==> config.mk <==
export PLATFORM = sky130hd
export DESIGN_NAME = rtc_index_port
export DESIGN_NICKNAME = d
export VERILOG_FILES = /design/src/rtl/rtc_if_pkg.sv /design/src/rtl/rtc_byte_store.sv /design/src/rtl/rtc_ctl_regs.sv /design/src/rtl/rtc_flag_unit.sv /design/src/rtl/rtc_index_port.sv
export SDC_FILE = /design/constraint.sdc
export NUM_CORES = 1
export LEC_CHECK = 0
export BUFFER_PORTS_ARGS = -buffer_cell sky130_fd_sc_hd__buf_2
export CORE_MARGIN = 2
export CORE_UTILIZATION = 53
export CTS_BUF_LIST = sky130_fd_sc_hd__clkbuf_4 sky130_fd_sc_hd__clkbuf_8
export CTS_CLUSTER_SIZE = 30
export DETAILED_ROUTE_END_ITERATION = 8
export PLACE_DENSITY = 0.82
export SETUP_SLACK_MARGIN = 0.02
export SLEW_MARGIN = 20
export SYNTH_ARGS = -nofsm -noshare
export SYNTH_HDL_FRONTEND = slang
export SYNTH_SLANG_ARGS = --single-unit
==> constraint.sdc <==
create_clock -name clk -period 2.39 [get_ports clk]
set_input_delay 0.239 -clock clk [delete_from_list [all_inputs] [get_ports clk]]
set_output_delay 0.239 -clock clk [all_outputs]
set_load 0.03 [all_outputs]
==> src/rtl/rtc_if_pkg.sv <==
package rtc_if_pkg;
  localparam int DATA_W = 8;

  localparam int IDX_A = 'h0A;
  localparam int IDX_B = 'h0B;
  localparam int IDX_C = 'h0C;
  localparam int IDX_D = 'h0D;

  localparam int B_SET = 7;
  localparam int B_UIE = 4;
  localparam int C_SUM = 7;
  localparam int C_PF  = 6;
  localparam int C_AF  = 5;
  localparam int C_UF  = 4;

  localparam logic [DATA_W-1:0] A_RST  = 8'h26;
  localparam logic [DATA_W-1:0] B_RST  = 8'h02;
  localparam logic [DATA_W-1:0] D_CONST = 8'h80;
  localparam logic [DATA_W-1:0] EVEN_RD = 8'hFF;

  typedef enum logic [1:0] {SRC_CTL, SRC_RAM} rd_src_e;
endpackage

==> src/rtl/rtc_byte_store.sv <==
module rtc_byte_store #(
  parameter int ADDR_W = 7,
  parameter int DATA_W = 8
) (
  input  logic              clk,
  input  logic              we,
  input  logic [ADDR_W-1:0] waddr,
  input  logic [DATA_W-1:0] wdata,
  input  logic              re,
  input  logic [ADDR_W-1:0] raddr,
  output logic [DATA_W-1:0] q
);
  localparam int DEPTH = 1 << ADDR_W;

  logic [DATA_W-1:0] mem [DEPTH];

  always_ff @(posedge clk) begin
    if (we) mem[waddr] <= wdata;
    if (re) q <= mem[raddr];
  end
endmodule

==> src/rtl/rtc_ctl_regs.sv <==
module rtc_ctl_regs import rtc_if_pkg::*; (
  input  logic              clk,
  input  logic              rst,
  input  logic              wr_a,
  input  logic              wr_b,
  input  logic [DATA_W-1:0] wdata,
  input  logic              uip_window,
  output logic [6:0]        a_q,
  output logic [DATA_W-1:0] b_q,
  output logic [DATA_W-1:0] b_next,
  output logic [DATA_W-1:0] a_read,
  output logic              div_hold,
  output logic              clock_run,
  output logic              div_restart
);
  logic leaving_hold;

  always_comb begin
    b_next = wdata;
    if (wdata[B_SET]) b_next[B_UIE] = 1'b0;
  end

  assign div_hold     = (a_q[6:5] == 2'b11);
  assign clock_run    = !b_q[B_SET] && (a_q[6:4] <= 3'd2);
  assign a_read       = {uip_window & clock_run, a_q};
  assign leaving_hold = div_hold && (wdata[6:4] <= 3'd2) && !b_q[B_SET];

  always_ff @(posedge clk) begin
    if (rst) begin
      a_q         <= A_RST[6:0];
      b_q         <= B_RST;
      div_restart <= 1'b0;
    end else begin
      div_restart <= wr_a && leaving_hold;
      if (wr_a) a_q <= wdata[6:0];
      if (wr_b) b_q <= b_next;
    end
  end

  // set mode never coexists with the update enable
  p_set_masks_uie_r8: assert property (@(posedge clk) disable iff (rst)
    b_q[B_SET] |-> !b_q[B_UIE]);

  // restart is a single-cycle pulse
  p_restart_single_r10: assert property (@(posedge clk) disable iff (rst)
    div_restart |=> !div_restart);

  // restart only follows a held divider
  p_restart_needs_hold_r10: assert property (@(posedge clk) disable iff (rst)
    div_restart |-> $past(div_hold));
endmodule

==> src/rtl/rtc_flag_unit.sv <==
module rtc_flag_unit import rtc_if_pkg::*; (
  input  logic              clk,
  input  logic              rst,
  input  logic              evt_periodic,
  input  logic              evt_alarm,
  input  logic              evt_update,
  input  logic              updates_live,
  input  logic [2:0]        en_now,
  input  logic              b_wr,
  input  logic [2:0]        en_new,
  input  logic              rd_clear,
  output logic [DATA_W-1:0] c_q,
  output logic              irq_out
);
  logic [2:0] new_flags;
  logic [2:0] kept;
  logic [2:0] flags_next;
  logic       sum_next;

  assign new_flags  = {evt_periodic, evt_alarm & updates_live, evt_update & updates_live};
  assign kept       = rd_clear ? 3'b000 : c_q[C_PF:C_UF];
  assign flags_next = kept | new_flags;

  always_comb begin
    if (b_wr)          sum_next = |(en_new & flags_next);
    else if (rd_clear) sum_next = |(en_now & new_flags);
    else               sum_next = c_q[C_SUM] | (|(en_now & new_flags));
  end

  always_ff @(posedge clk) begin
    if (rst) begin
      c_q     <= '0;
      irq_out <= 1'b0;
    end else begin
      c_q     <= {sum_next, flags_next, 4'b0000};
      irq_out <= sum_next;
    end
  end

  // the periodic flag only rises after a periodic pulse
  p_pf_needs_event_r5: assert property (@(posedge clk) disable iff (rst)
    $rose(c_q[C_PF]) |-> $past(evt_periodic));

  // a quiet read of C empties it and drops the line
  p_read_clears_r6: assert property (@(posedge clk) disable iff (rst)
    (rd_clear && !evt_periodic && !evt_alarm && !evt_update) |=> (c_q == 8'h00 && !irq_out));

  // held dividers keep the update flag from rising
  p_hold_blocks_update_r9: assert property (@(posedge clk) disable iff (rst)
    (!updates_live && !c_q[C_UF]) |=> !c_q[C_UF]);

  // the line rises only on a B write or an enabled event
  p_irq_cause_r7: assert property (@(posedge clk) disable iff (rst)
    $rose(irq_out) |-> $past(b_wr || (|(en_now & {evt_periodic, evt_alarm, evt_update}))));
endmodule

==> src/rtl/rtc_index_port.sv <==
module rtc_index_port import rtc_if_pkg::*; #(
  parameter int IDX_W = 7
) (
  input  logic              clk,
  input  logic              rst,
  input  logic              host_wr,
  input  logic              host_rd,
  input  logic              host_addr,
  input  logic [DATA_W-1:0] host_wdata,
  output logic [DATA_W-1:0] host_rdata,
  input  logic              evt_periodic,
  input  logic              evt_alarm,
  input  logic              evt_update,
  input  logic              uip_window,
  output logic              irq_out,
  output logic [3:0]        rate_sel,
  output logic [2:0]        div_sel,
  output logic              clock_run,
  output logic              div_restart,
  output logic [DATA_W-1:0] mode_b
);
  logic [IDX_W-1:0]  idx_q;
  logic              wr_data, rd_data;
  logic              hit_a, hit_b, hit_c, hit_d, hit_ctl;
  logic [6:0]        a_q;
  logic [DATA_W-1:0] b_q, b_next, a_read, c_q, ram_q, ctl_q;
  logic              div_hold;
  rd_src_e           src_q;

  assign wr_data = host_wr && host_addr;
  assign rd_data = host_rd && host_addr;
  assign hit_a   = (idx_q == IDX_W'(IDX_A));
  assign hit_b   = (idx_q == IDX_W'(IDX_B));
  assign hit_c   = (idx_q == IDX_W'(IDX_C));
  assign hit_d   = (idx_q == IDX_W'(IDX_D));
  assign hit_ctl = hit_a || hit_b || hit_c || hit_d;

  always_ff @(posedge clk) begin
    if (rst) idx_q <= '0;
    else if (host_wr && !host_addr) idx_q <= host_wdata[IDX_W-1:0];
  end

  rtc_byte_store #(.ADDR_W(IDX_W), .DATA_W(DATA_W)) u_store (
    .clk   (clk),
    .we    (wr_data && !hit_ctl),
    .waddr (idx_q),
    .wdata (host_wdata),
    .re    (rd_data),
    .raddr (idx_q),
    .q     (ram_q)
  );

  rtc_ctl_regs u_ctl (
    .clk         (clk),
    .rst         (rst),
    .wr_a        (wr_data && hit_a),
    .wr_b        (wr_data && hit_b),
    .wdata       (host_wdata),
    .uip_window  (uip_window),
    .a_q         (a_q),
    .b_q         (b_q),
    .b_next      (b_next),
    .a_read      (a_read),
    .div_hold    (div_hold),
    .clock_run   (clock_run),
    .div_restart (div_restart)
  );

  rtc_flag_unit u_flags (
    .clk          (clk),
    .rst          (rst),
    .evt_periodic (evt_periodic),
    .evt_alarm    (evt_alarm),
    .evt_update   (evt_update),
    .updates_live (!div_hold),
    .en_now       (b_q[6:4]),
    .b_wr         (wr_data && hit_b),
    .en_new       (b_next[6:4]),
    .rd_clear     (rd_data && hit_c),
    .c_q          (c_q),
    .irq_out      (irq_out)
  );

  always_ff @(posedge clk) begin
    if (rst) begin
      ctl_q <= '0;
      src_q <= SRC_CTL;
    end else if (host_rd) begin
      src_q <= (host_addr && !hit_ctl) ? SRC_RAM : SRC_CTL;
      if (!host_addr)  ctl_q <= EVEN_RD;
      else if (hit_a)  ctl_q <= a_read;
      else if (hit_b)  ctl_q <= b_q;
      else if (hit_c)  ctl_q <= c_q;
      else if (hit_d)  ctl_q <= D_CONST;
      else             ctl_q <= '0;
    end
  end

  assign host_rdata = (src_q == SRC_RAM) ? ram_q : ctl_q;
  assign rate_sel   = a_q[3:0];
  assign div_sel    = a_q[6:4];
  assign mode_b     = b_q;

  // even-address reads return all ones
  p_even_read_ff_r1: assert property (@(posedge clk) disable iff (rst)
    (host_rd && !host_addr) |=> (host_rdata == EVEN_RD));

  // register D reads as its constant
  p_d_constant_r3: assert property (@(posedge clk) disable iff (rst)
    (rd_data && hit_d) |=> (host_rdata == D_CONST));
endmodule

==> summary.txt, run 1 <==
Flow run
  – Max-cap violations: 0

Routing
  – Final ANT Viol Nets: 0
  – Post-route DRC: 0
  – Per-cell routed wire length: 31.2 um
  – Vias: 25,400
  – Post-DR vias/cell: 6.60
  – Initial DRT Pass Iterations: 9
  – Detailed router's first-iteration violation count: 4,292
  – Detailed Route WL: 120,000 um

Hold path
  – WHS Endpoint: u_store.mem[86][3]
  – Hold Crit Start: host_wdata[3]
  – Hold Path Depth: 2
  – HP Class: input port to register

CTS
  – CTS root buf: clkbuf_8
  – TritonCTS clock tree: done
  – Worst-path clk slew: 0.08 ns
  – Worst skew pair latency: 0.86 ns
  – Clock buffer depth: 3
  – CTS Buf Count: 160
  – H-tree depth: 4
  – # clock sinks: 1,068

Setup path
  – Setup crit end kind: register
  – Slowest stage cell on the critical path: a31oi_1
  – Reg2Reg Setup Slack: -0.77 ns
  – Setup crit start kind: register
  – Critical path class: register to register
  – R2R Path Start: idx_q[0]
  – Slowest stage delay, CP: 0.80 ns
  – Required @ worst endpoint: 2.97 ns
  – Crit-path max FO: 7
  – Arrival time worst endpoint: 3.74 ns
  – Crit-path cells: buf_12, buf_4, buf_12, buf_8, nor2b_1, buf_4, a22oi_1, a31oi_1, a31oi_1, o311ai_2, nand3_1
  – RR Endpoint: u_store.q[7]
  – R2r worst-path depth: 11

Timing
  – Max-slew violation count: 0
  – Fin. Hold Viols: 0
  – Tightest Pin Transition: 0.942 ns
  – Final Skew: 0.0682 ns
  – Final setup vio count: 138
  – Tcrit/Tclk final: 132%
  – Worst Slack Setup Final: -0.767 ns
  – TNS Setup: -5.76 ns
  – RSZ-0062 raised after global routing: true
  – Fmax: 317 MHz
  – Fin crit period: 3.16 ns
  – Slew HR: 36.9%

Finish
  – Net count, final: 2,679
  – Share of post-route cells with drive strength above 1: 40.6%
  – Most frequent cells in the layout: edfxtp_1, buf_4, mux4_2, clkbuf_8, nor2_1
  – Commonest non-fill, non-tap cell in the layout: edfxtp_1
  – Area grow syn2layout: 22.9%

Floorplanning
  – Die Height: 284 um
  – Row Count: 102
  – Starting density of the core: 53.6%
  – Placeable core area: 77,600 sq um
  – Die width: 284 um
  – Die ar.: 80,800 sq um
  – Ports: 43

Global route
  – Initial antenna violation count: 4
  – GR Util All Layers: 28.4%
  – Pin count of the biggest net entering global routing: 132
  – Overflow after GRT: 0
  – Number of global-route vias before repair: 25,000
  – First-pass GRT wire length: 166,000 um

Synthesis
  – Share of the synthesized area in the top cell type: 74.5%
  – Yosys top cell by area: edfxtp_1
  – Synth Area per Inst: 20.1 sq um
  – Post-synthesis cell type count: 65
  – Post-synth EDFFs: 1,032
  – FFs w/ async S/R, synth: 0%
  – Warnings from Yosys: 0
  – Yosys reg bits: 1,068
  – Post-Synthesis Cells: 2,069
  – Top_reg_cell synth: edfxtp_1
  – Syn Std Cell Area: 41,600 sq um
  – Synth area leaders: edfxtp_1, mux4_2, mux2i_1, dfxtp_1, nor2_1
  – Post-synthesis sequential area ratio: 76.2%

Placed design
  – Port Buffers: 42
  – Pre-CTS WS: -0.463 ns
  – DPL Wire Length: 70,000 um
  – GPL Wtd Cong: 0.938

Power and ir drop
  – Worst VDD drop: 545 uV
  – PD cells: 754 nW/um^2
  – Leak Pwr: 16.9 nW
  – Total power: 38.6 mW

Run status
  – Status: finished with violations
  – Violated checks: negative setup slack
flip-flops by register name (all words and copies together), names as in the netlist:
register and count:
u_ctl.a_q 7, u_flags.c_q 3, u_store.q 8, ctl_q 8, u_flags.irq_out 1, u_ctl.b_q 8, u_store.mem 1024, idx_q 7
src_q 1, u_ctl.div_restart 1
power breakdown:
group | switching (mW) | leakage (nW) | total (mW) | internal, mW
logic | 1.47 | 5.62 | 2.49 | 1.02
clock network | 7.38 | 1.73 | 15.4 | 8.01
registers | 0.0642 | 9.60 | 20.7 | 20.6
total | 8.91 | 16.9 | 38.6 | 29.6
how the worst max path moves through the flow:
stage	start	to	depth (start not counted)
3_3_place_gp	idx_q[0]	u_store.q[4]	7
5_1_grt	idx_q[0]	u_store.q[7]	11
2_1_floorplan	idx_q[1]	u_store.mem[99][0]	8
3_5_place_dp	idx_q[0]	u_store.q[4]	7
6_report	idx_q[0]	u_store.q[7]	11
4_1_cts	idx_q[0]	u_store.q[7]	7
Yosys cell counts, types with 20 or more instances:
master,number
mux4_2,232
a21oi_1,48
a22oi_1,27
mux2i_1,110
buf_2,41
nand3_1,21
nor2_1,176
nand2_1,78
clkbuf_1,36
o21ai_0,20
dfxtp_1,36
edfxtp_1,1032
worst max-delay path: cells and delay by family, from the launching register on:
| kind | cells | cell delay, ns |
|---|---|---|
| AOI/OAI and AO/OA | 4 | 1.32 |
| buffers and inverters | 5 | 0.79 |
| DFF | 1 | 0.38 |
| and+or+nand+nor | 2 | 0.39 |
final cells by class:
type | count | area [sq um]
inverter | 7 | 31.3
clock buffer | 203 | 2560
multi-input combinational | 913 | 10100
timing repair buffer | 512 | 4760
clock inverter | 96 | 712
sequential | 1068 | 31700
tap | 1040 | 1300
antenna | 4 | 10.0
fill | 4511 | 26400
metal layers:
layer  part of all wire, %  track usage (%)
met5                 0.015                0
met4                   6.9             16.0
met3                    13             8.17
met2                    47             44.1
met1                    33             36.2
cells by family (layout without fill, tap and decap cells):
logic type      after synthesis  after routing  share of synthesized area (%)
xor+xnor                      1              1                         0.0210
flops                      1068           1068                           76.2
other cells                   1             36                        0.00901
simple gates                332            332                           3.43
compound gates              188            188                           3.10
buf+inv                     119            818                           1.56
mux                         360            360                           15.7
metrics by stage:
| stage | util, % | hold WS, ns | cell area [sq um] | std cells |
|---|---|---|---|---|
| after global routing | 65.9 | 0.0235 | 51100 | 3842 |
| after floorplan | - | 0.322 | 41800 | 2100 |
| after CTS | 64.9 | 0.0136 | 50400 | 3815 |
| after detailed placement | 59.6 | 0.466 | 46200 | 3474 |
| after global placement | 59.6 | 0.460 | 46200 | 3474 |
| final | 65.9 | 0.0309 | 51200 | 3843 |
what timing repair did:
action                                  CTS  global route
endpoints found under the hold margin   291             0
gates resized for setup                 110           114
cloned                                    2             4
pin swaps                                14            20
hold buffers                             14             0
endpoints found under the setup margin  976           497
setup buffers                            27            23
Power figures use the tool's default switching activity.
==> run 2, diff against run 1 <==
--- a/config.mk
+++ b/config.mk
@@ -6,6 +6,7 @@
 export NUM_CORES = 1
 export LEC_CHECK = 0
 export BUFFER_PORTS_ARGS = -buffer_cell sky130_fd_sc_hd__buf_2
+export CORE_ASPECT_RATIO = 1.2
 export CORE_MARGIN = 2
 export CORE_UTILIZATION = 53
 export CTS_BUF_LIST = sky130_fd_sc_hd__clkbuf_4 sky130_fd_sc_hd__clkbuf_8
==> run 2 against run 1 <==
  * The flow still finishes with violations (negative setup slack)
  * Cell count fell by 2.2%
  * Clock skew down 0.023 ns
  * Final area fell by 0.76%
  * Wire length about the same
  * Flip-flop and latch count unchanged
  * Worst hold slack better by 0.19 ns
  * Global-route usage increased by 0.15 points
  * Critical endpoint is now u_store.q[5]
  * Largest cell class unchanged
  * Highest routed layer unchanged
==> summary.txt, run 2 (synthesized netlist as in run 1, its figures left out) <==
Placed design
  – Pre-CTS WS: -0.624 ns
  – Cell Area, Placed: 45,800 sq um
  – DPL Wire Length: 70,200 um
  – Port Buffers: 42
  – Placed insts: 3,410
  – GPL Wtd Cong: 0.964

CTS
  – TritonCTS clock tree: done
  – CTS Buf Count: 147
  – Clock buffer depth: 3
  – CTS root buf: clkbuf_8
  – Worst skew pair latency: 0.86 ns
  – Worst-path clk slew: 0.08 ns
  – H-tree depth: 4
  – # clock sinks: 1,068

Hold path
  – Hold Path Depth: 6
  – Hold Crit Start: uip_window
  – HP Class: input port to register

Setup path
  – Crit path from: idx_q[0]
  – Arrival time worst endpoint: 3.35 ns
  – Crit-path cells: buf_12, buf_16, buf_6, buf_16, buf_6, mux4_2, a22oi_1, a41o_1, o32ai_1
  – Slowest stage delay, CP: 0.54 ns
  – Setup crit start kind: register
  – R2r worst-path depth: 9
  – Crit-path max FO: 6
  – Cell family with most CP delay: compound AO/OA/AOI/OAI gates
  – Setup crit end kind: register
  – Critical path class: register to register
  – Slowest stage cell on the critical path: mux4_2
  – CP Depth: 9
  – Required @ worst endpoint: 2.99 ns
  – R2R Path Start: idx_q[0]
  – Crit path buffers/inverters: 5

Timing
  – RSZ-0062 raised after global routing: true
  – Tightest Pin Transition: 0.716 ns
  – Final setup vio count: 33
  – Tcrit/Tclk final: 115%
  – Fin crit period: 2.74 ns
  – Worst Slack Setup Final: -0.352 ns
  – Max-slew violation count: 0
  – Final Skew: 0.0451 ns
  – Slew HR: 52.3%
  – Fin. Hold Viols: 0
  – Fmax: 365 MHz

Power and ir drop
  – Total power: 37.2 mW
  – PD cells: 733 nW/um^2
  – Leak Pwr: 16.6 nW
  – Worst VDD drop: 611 uV

Finish
  – Net count, final: 2,631
  – Most flops, register: u_store.mem
  – Share of post-route cells with drive strength above 1: 40.1%
  – Filler cells: 4,456
  – Most frequent cells in the layout: edfxtp_1, buf_4, mux4_2, clkbuf_8, nor2_1
  – Max FFs per register: 1,024
  – Fin area: 50,800 sq um
  – Commonest non-fill, non-tap cell in the layout: edfxtp_1
  – Fin cells: 3,760
  – Area grow syn2layout: 22.0%

Routing
  – Detailed router's first-iteration violation count: 4,110
  – Detailed Route WL: 120,000 um
  – Post-DR vias/cell: 6.68
  – Per-cell routed wire length: 31.8 um
  – Initial DRT Pass Iterations: 8
  – Post-route DRC: 0
  – Vias: 25,100
  – Final ANT Viol Nets: 0

Floorplanning
  – Die Height: 311 um
  – Ports: 43
  – Die width: 260 um
  – Starting density of the core: 53.5%
  – Row Count: 112
  – Die ar.: 80,800 sq um
  – Placeable core area: 77,800 sq um

Global route
  – Number of global-route vias before repair: 24,900
  – Overflow after GRT: 0
  – Initial antenna violation count: 3
  – First-pass GRT wire length: 166,000 um
  – Pin count of the biggest net entering global routing: 68
  – GR Util All Layers: 28.5%

Run status
  – Status: finished with violations
  – Violated checks: negative setup slack

Flow run
  – Max-cap violations: 0
==> run 2: cell types whose count changed in the layout (fill, tap and decap cells not counted), sizes merged, moves of 2 or more <==
cell    delta
bufbuf     +2
clkbuf    -14
bufinv     -4
clkinv    -16
buf       -36
==> run 2: power by group <==
group	switching (mW)	internal, mW	total [mW]
clock network	6.96	7.00	14.0
logic	1.50	1.06	2.56
registers	0.0615	20.6	20.7
==> run 2: per-layer routing <==
metal | GRT usage, % | routed length (um) | vias to the layer above
met5 | 0 | 104 | -
met4 | 17.2 | 9580 | 4
met3 | 7.62 | 14900 | 657
met2 | 46.2 | 57400 | 2443
met1 | 34.2 | 37800 | 12400
li1 | - | - | 9606
==> run 2: cell type report <==
type | count | area [sq um] | area share [%]
clock inverter | 75 | 470 | 0.927
antenna | 3 | 7.51 | 0.0148
sequential | 1068 | 31700 | 62.5
inverter | 7 | 27.5 | 0.0542
clock buffer | 191 | 2380 | 4.70
timing repair buffer | 477 | 4760 | 9.39
tap | 1026 | 1280 | 2.53
multi-input combinational | 913 | 10100 | 19.9
==> run 2: timing repair <==
item / in CTS / in global routing
endpoints found under the setup margin: 366 / 663
buffers inserted: 34 / 24
hold buffers: 15 / 0
pin swaps: 29 / 20
gates cloned: 11 / 2
resized for setup: 165 / 112
endpoints found under the hold margin: 293 / 0
==> run 2: path summary, 6_finish.rpt <==
check,to,slack [ns]
worst min-delay path,ctl_q[7],0.22
worst min register to register,ctl_q[5],0.48
worst max register to register,u_store.q[5],-0.35
worst max-delay path,u_store.q[5],-0.35
==> run 2: worst min-delay path, cell delays in order <==
cell and delay (ns):
buf_2 0.10, and4_1 0.19, a22oi_1 0.19, a21oi_1 0.11
nor2_1 0.10, nor3_1 0.06
==> run 2: per-stage QoR <==
step                hold WS (ns)  setup TNS, ns  utilization, %
finish                     0.223          -2.63            65.3
global route               0.209          -2.39            65.3
CTS                        0.143          -1.56            64.5
detailed placement         0.462         -34.45            58.9
global placement           0.461         -21.26            58.9
floorplan                  0.322         -20.91               -
